**src/rtl/setclr_pkg.sv**
```systemverilog
// Package: shared widths, register offsets and the set/clear update function.
// Assumes word-aligned offsets; address bit 0 is dropped by the decoder.
package setclr_pkg;
    localparam int unsigned REG_W   = 16;
    localparam int unsigned BITS_W  = REG_W - 1;
    localparam int unsigned ADDR_W  = 9;
    localparam int unsigned NUM_REG = 3;

    localparam logic [ADDR_W-1:0] OFF_DMA  = 9'h096;
    localparam logic [ADDR_W-1:0] OFF_MASK = 9'h09A;
    localparam logic [ADDR_W-1:0] OFF_REQ  = 9'h09C;

    typedef enum logic [1:0] {
        SEL_DMA  = 2'd0,
        SEL_MASK = 2'd1,
        SEL_REQ  = 2'd2
    } reg_sel_e;

    // Apply one set/clear word to a stored value; the mode bit is the MSB.
    function automatic logic [BITS_W-1:0] apply_setclr(
        input logic [BITS_W-1:0] cur,
        input logic [REG_W-1:0]  word
    );
        if (word[REG_W-1]) return cur | word[BITS_W-1:0];
        else               return cur & ~word[BITS_W-1:0];
    endfunction
endpackage

```
**src/rtl/setclr_decode.sv**
```systemverilog
// Module: setclr_decode
// Purpose: turns a bus write into one-hot register selects.
// Assumes: offsets from setclr_pkg; address bit 0 is ignored.
module setclr_decode
    import setclr_pkg::*;
(
    input  logic              wr_en,
    input  logic [ADDR_W-1:0] wr_addr,
    output logic [NUM_REG-1:0] sel
);
    logic [ADDR_W-1:0] word_addr;
    assign word_addr = {wr_addr[ADDR_W-1:1], 1'b0};

    // Compare the aligned address with each register offset.
    always_comb begin
        sel = '0;
        if (wr_en) begin
            sel[SEL_DMA]  = (word_addr == OFF_DMA);
            sel[SEL_MASK] = (word_addr == OFF_MASK);
            sel[SEL_REQ]  = (word_addr == OFF_REQ);
        end
    end

    // a_r4_onehot_select: at most one register is selected per write.
    always_comb begin
        a_r4_onehot_select: assert ($onehot0(sel));
    end
endmodule

```
**src/rtl/setclr_reg.sv**
```systemverilog
// Module: setclr_reg
// Purpose: one set/clear register with an optional hardware-set port.
// Assumes: the CPU clear beats a simultaneous hardware set on the same bit.
module setclr_reg
    import setclr_pkg::*;
#(
    parameter bit HAS_HW = 1'b0
)(
    input  logic              clk,
    input  logic              rst_n,
    input  logic              sel,
    input  logic [REG_W-1:0]  data,
    input  logic [BITS_W-1:0] hw_set,
    output logic [BITS_W-1:0] q
);
    logic [BITS_W-1:0] hw_bits;
    logic [BITS_W-1:0] cpu_next;
    logic [BITS_W-1:0] nxt;

    generate
        if (HAS_HW) begin : g_hw
            assign hw_bits = hw_set;
        end else begin : g_nohw
            assign hw_bits = '0;
        end
    endgenerate

    // Combine the old value, hardware sets and the CPU write into the next value.
    always_comb begin
        cpu_next = sel ? apply_setclr(q | hw_bits, data) : (q | hw_bits);
        nxt      = cpu_next;
    end

    // Store the next value; reset clears it.
    always_ff @(posedge clk) begin
        if (!rst_n) q <= '0;
        else        q <= nxt;
    end

    // a_r9_hold: with no select and no hardware set, the value is kept.
    a_r9_hold: assert property (@(posedge clk) disable iff (!rst_n)
        (!sel && hw_bits == '0) |=> $stable(q));
    // a_r2_set: a set write leaves every written bit at 1.
    a_r2_set: assert property (@(posedge clk) disable iff (!rst_n)
        (sel && data[REG_W-1]) |=> ((q & $past(data[BITS_W-1:0])) == $past(data[BITS_W-1:0])));
    // a_r3_clear: a clear write (R8 included) leaves every written bit at 0.
    a_r3_clear: assert property (@(posedge clk) disable iff (!rst_n)
        (sel && !data[REG_W-1]) |=> ((q & $past(data[BITS_W-1:0])) == '0));
endmodule

```
**src/rtl/setclr_ctrl_bank.sv**
```systemverilog
// Module: setclr_ctrl_bank (top)
// Purpose: three set/clear control registers and the unmasked-request vector.
// Assumes: single-cycle word writes; the pending vector is combinational from the registers.
module setclr_ctrl_bank
    import setclr_pkg::*;
(
    input  logic        clk,
    input  logic        rst_n,
    input  logic        wr_en,
    input  logic [8:0]  wr_addr,
    input  logic [15:0] wr_data,
    input  logic [14:0] hw_req,
    output logic [15:0] dma_en,
    output logic [15:0] irq_mask,
    output logic [15:0] irq_req,
    output logic [14:0] pending
);
    logic [NUM_REG-1:0] sel;
    logic [BITS_W-1:0]  q [NUM_REG];

    setclr_decode u_dec (.wr_en(wr_en), .wr_addr(wr_addr), .sel(sel));

    genvar gi;
    generate
        for (gi = 0; gi < NUM_REG; gi++) begin : g_reg
            setclr_reg #(.HAS_HW(gi == SEL_REQ)) u_reg (
                .clk(clk), .rst_n(rst_n), .sel(sel[gi]),
                .data(wr_data), .hw_set(hw_req), .q(q[gi])
            );
        end
    endgenerate

    // Drive outputs; bit 15 of each stored value always reads zero.
    always_comb begin
        dma_en   = {1'b0, q[SEL_DMA]};
        irq_mask = {1'b0, q[SEL_MASK]};
        irq_req  = {1'b0, q[SEL_REQ]};
        pending  = q[SEL_REQ] & q[SEL_MASK];
    end

    // a_r7_hw_sets: a hardware request is visible next cycle unless a CPU clear hits it.
    a_r7_hw_sets: assert property (@(posedge clk) disable iff (!rst_n)
        (hw_req != '0 && !(sel[SEL_REQ] && !wr_data[15])) |=> ((irq_req[14:0] & $past(hw_req)) == $past(hw_req)));
    // a_r1_reset: the cycle after reset, everything is zero.
    a_r1_reset: assert property (@(posedge clk) !rst_n |=> (dma_en == 0 && irq_mask == 0 && irq_req == 0));
    // a_r6_pending_subset: pending never shows a masked request.
    a_r6_pending_subset: assert property (@(posedge clk) disable iff (!rst_n)
        ((pending & ~irq_mask[14:0]) == '0));
endmodule

```
**config.mk**
```make
export PLATFORM = sky130hd
export DESIGN_NAME = setclr_ctrl_bank
export DESIGN_NICKNAME = d
export VERILOG_FILES = /design/src/rtl/setclr_pkg.sv /design/src/rtl/setclr_decode.sv /design/src/rtl/setclr_reg.sv /design/src/rtl/setclr_ctrl_bank.sv
export SDC_FILE = /design/constraint.sdc
export NUM_CORES = 1
export LEC_CHECK = 0
export BUFFER_PORTS_ARGS = -buffer_cell sky130_fd_sc_hd__buf_4
export CAP_MARGIN = 20
export CORE_MARGIN = 3
export CORE_UTILIZATION = 47
export CTS_CLUSTER_DIAMETER = 100
export DETAILED_ROUTE_END_ITERATION = 6
export PLACE_DENSITY_LB_ADDON = 0.25
export SLEW_MARGIN = 20
export SYNTH_ARGS = -nofsm -noshare
export SYNTH_HDL_FRONTEND = slang
export SYNTH_SLANG_ARGS = --single-unit
export TNS_END_PERCENT = 20
```
**constraint.sdc**
```tcl
create_clock -name clk -period 1.96 [get_ports clk]
set_clock_uncertainty 0.05 [all_clocks]
set_input_delay 0.196 -clock clk [delete_from_list [all_inputs] [get_ports clk]]
set_output_delay 0.196 -clock clk [all_outputs]
set_load 0.05 [all_outputs]
```
After elaboration in Yosys (flattened, before gate mapping)

Cells that the tools add are included.

Register bits after elaboration: 45
Output and inout port bits: 63
Logic and storage cells: 20

Equal/unequal tests: 3
Multiplexer cells: 5
Bitwise operators: 9

Operators with widths:

| cell                 | count |
|---|---|
| $and A15 B15 Y15     | 4 |
| $mux W15             | 4 |
| $or A15 B15 Y15      | 4 |
| $eq A8 B7 Y1 const B | 3 |
| $not A15 Y15         | 1 |
| $mux W3              | 1 |

Logic depth before layout (Yosys ltp)

Depth after elaboration: 4
Depth in mapped cells: 6
Depth with buffers taken out: 3

Cells and area by module

A second synthesis with hierarchy kept.

Cell total of the unflattened synthesis: 222
Area total of the unflattened synthesis: 2054.5 um^2

By module, submodules not included:

| module                          | instances | cells each | area an instance (um^2) |
|---|---|---|---|
| setclr_reg (g_reg[0].u_reg ...) | 2         | 65         | 604.3 |
| setclr_reg (g_reg[2].u_reg)     | 1         | 65         | 673.1 |
| setclr_ctrl_bank                | 1         | 19         | 120.1 |
| setclr_decode                   | 1         | 8          | 52.6 |

Least setup slack after synthesis

No wires, ideal clock.

Kind: input -> register
From: in wr_addr[8]
To: reg with a tool-made name
Library setup time: 73 ps
Arrival time: 1441 ps
Setup slack: 396 ps
Cell stages on the path: 5
Cell sequence: or4b_1 > buf_2 > buf_6 > nor4_2 > mux2i_1

RTL lines:

| element            | line                   | RTL |
|---|---|---|
| start: declaration | setclr_ctrl_bank.sv:10 | `input logic [8:0] wr_addr,` |

==> metrics.txt <==
status=finished, final reports clean; critical path start-end classification=input port to flop; Worst setup EP type=flop; critical path launch point=wr_addr[8]; power dissipated by switching net loads=540 µW; met1 WL=2580 µm; number of synthesized register bits=45; diode count=0; cell taking the most area after synthesis=dfxtp_1; routed length on met3=410 µm; initial antenna violation count=0; end of the worst register-to-register path=g_reg[2].u_reg.q[10]; maximum clock frequency=669 MHz; most common cell after layout, fill and taps aside=buf_4; Pint=1370 µW; Sinks on Clock Net=45; share of Yosys cell area claimed by the top area cell type=37.8%; area of the mapped netlist=2390 µm²; number of resized instances in the post-cts repair step=0; Final period util=76.3%; final net count=395; number of detailed-route iterations in the first pass=5; wire length of the first global-routing pass=10500 µm; critical path startpoint category=input port; TritonCTS buffer count=5; Area growth, synth to finish=36.9%; Port Buffers=101; Max-cap violations=0; DRC violation count after routing=0; standby leakage power=0.00135 µW; Peak supply drop=0.362 mV; Comb pwr share=18.1%; Yosys warnings=0; DR vias/cell=5.46; data required time of the worst path=2.13 ns; via count of the first global-routing pass=2307; H-tree Lvls=2; unique cell type count in the Yosys netlist=19; RePlAce Congestion=0.825; Top Metal Used=met4; cell at the root of the clock tree=clkbuf_8; cell types occupying the most area after synthesis=dfxtp_1, mux2i_1, nand2_1; footprint of the flip-flops and latches=901 µm²; launch point of the worst reg-to-reg path=g_reg[2].u_reg.q[10]; Hold Buf Count CTS=0; vias post-DR=2292; wirelength, routed=6390 µm; Initial Utilization=49.5%; proportion of power drawn by the clock network=32.3%; WL per Instance=15.2 µm; Max Fanout on Critical Path=18; std cell rows=25; Die ar.=5970 µm²; initial DRC count=99; min cycle time layout=1.50 ns; Hold Vio Cnt, Final=0; Post-Route Setup TNS=0 ns; filler cell count in the final layout=439; share of post-route cells with drive strength above 1=38.0%; Post-CTS Repair Setup Buffers=0; Clk pin slew, worst setup/hold paths=0.08 ns; Syn Inst Count=263; pwr/cell area=586 nW/µm²; largest net degree at the start of global routing=31; net switching fraction of the power=28.2%; Hold Worst Slack=0.143 ns; number of cells traversed by the worst register-to-register path=2; TritonCTS clock tree=built; global-route usage over all layers=21.4%; HPWL Detailed=4550 µm; proportion of synthesized chip area in sequential cells=37.8%; commonest cells after routing, fill and taps aside=buf_4, nand2_1, mux2i_1, dfxtp_1; relative contribution of sequential cells to total power=49.6%; average instance area after synthesis=9.07 µm²; min-delay worst type=input port to flop; height of the die=77.3 µm; arrival time of the worst setup path=1.66 ns; area of combinational cells with multiple inputs=1350 µm²; max-slew violation count=0; CTS Buffer Depth=2; amount of wire on met2 after detailed routing=3320 µm; # IOs=106; ANT nets after route=0; clock latency of the later-clocked register in the worst-skew pair=0.28 ns; area of the placeable core=4820 µm²; post-layout worst setup margin=0.465 ns; worst slack at placement=0.158 ns; Die X=77.3 µm; internal reg-to-reg setup slack=1.20 ns; residual overflow from global routing=0; RSZ-0062 raised after global routing=no; PnR Total Power=1910 µW; endpoints failing setup=0
[layout make-up]
class / instances / share of cell area, %
Multi-Input combinational cell: 190 / 41.5
Timing Repair Buffer: 110 / 25.3
Sequential cell: 45 / 27.6
Clock buffer: 7 / 2.95
Clock inverter: 1 / 0.153
Tap cell: 67 / 2.57
[per-layer routing]
metal	GRT usage (%)	up-vias
li1	-	1109
met4	6.58	0
met2	37.7	79
met1	25.4	1098
met5	0	-
met3	5.40	6
[synth_stat cells]
| cell | instances |
|---|---|
| nand2_1 | 47 |
| dfxtp_1 | 45 |
| mux2i_1 | 45 |
| clkbuf_1 | 20 |
| and2_1 | 15 |
| nand4_1 | 15 |
| nand4b_1 | 15 |
| nor3_1 | 15 |
| o21ai_0 | 15 |
| nor4_2 | 14 |
| buf_2 | 5 |
| buf_4 | 3 |
| buf_6 | 2 |
| nor4b_1 | 2 |
| and4b_1 | 1 |
| conb_1 | 1 |
| nand2b_1 | 1 |
| nor4_4 | 1 |
| or4b_1 | 1 |
[power by group through the flow]
| stage | clock (µW) | sequential [µW] | combinational (µW) |
|---|---|---|---|
| after floorplan | 0 | 1050 | 130 |
| after global placement | 0 | 970 | 342 |
| after detailed placement | 0 | 971 | 346 |
| after CTS | 635 | 950 | 347 |
| after global routing | 682 | 955 | 368 |
| final | 619 | 950 | 346 |
[per-stage QoR]
step	util [%]	cell area [µm²]	cells
final	67.8	3270	420
after global routing	67.8	3270	420
after CTS	67.8	3270	420
after detailed placement	65.7	3160	412
after global placement	65.7	3160	412
after floorplan	-	2390	265
[worst max-delay path: stages]
cell     delay, ns
buf_4         0.12
or4b_1        0.58
buf_4         0.25
nor4_2        0.30
mux2i_1       0.21
[worst min path at each step]
stage / start / end / cells after the start
after floorplan: wr_data[0] / flop / 2
after global placement: flop / flop / 2
after detailed placement: flop / flop / 2
after CTS: hw_req[14] / g_reg[2].u_reg.q[14] / 3
after global routing: hw_req[14] / g_reg[2].u_reg.q[14] / 3
final: hw_req[14] / g_reg[2].u_reg.q[14] / 3
[cell families (layout without fill, tap and decap cells)]
group	after synthesis	in the layout	share of synthesized area, %
AND/OR/NAND/NOR	127	127	34.0
multiplexers	45	45	18.9
flip-flops	45	45	37.8
buffers and inverters	30	118	6.08
AO/OA/AOI/OAI	15	15	3.15
other	1	3	0.157
Note: power is estimated with default switching activity, not from simulation.
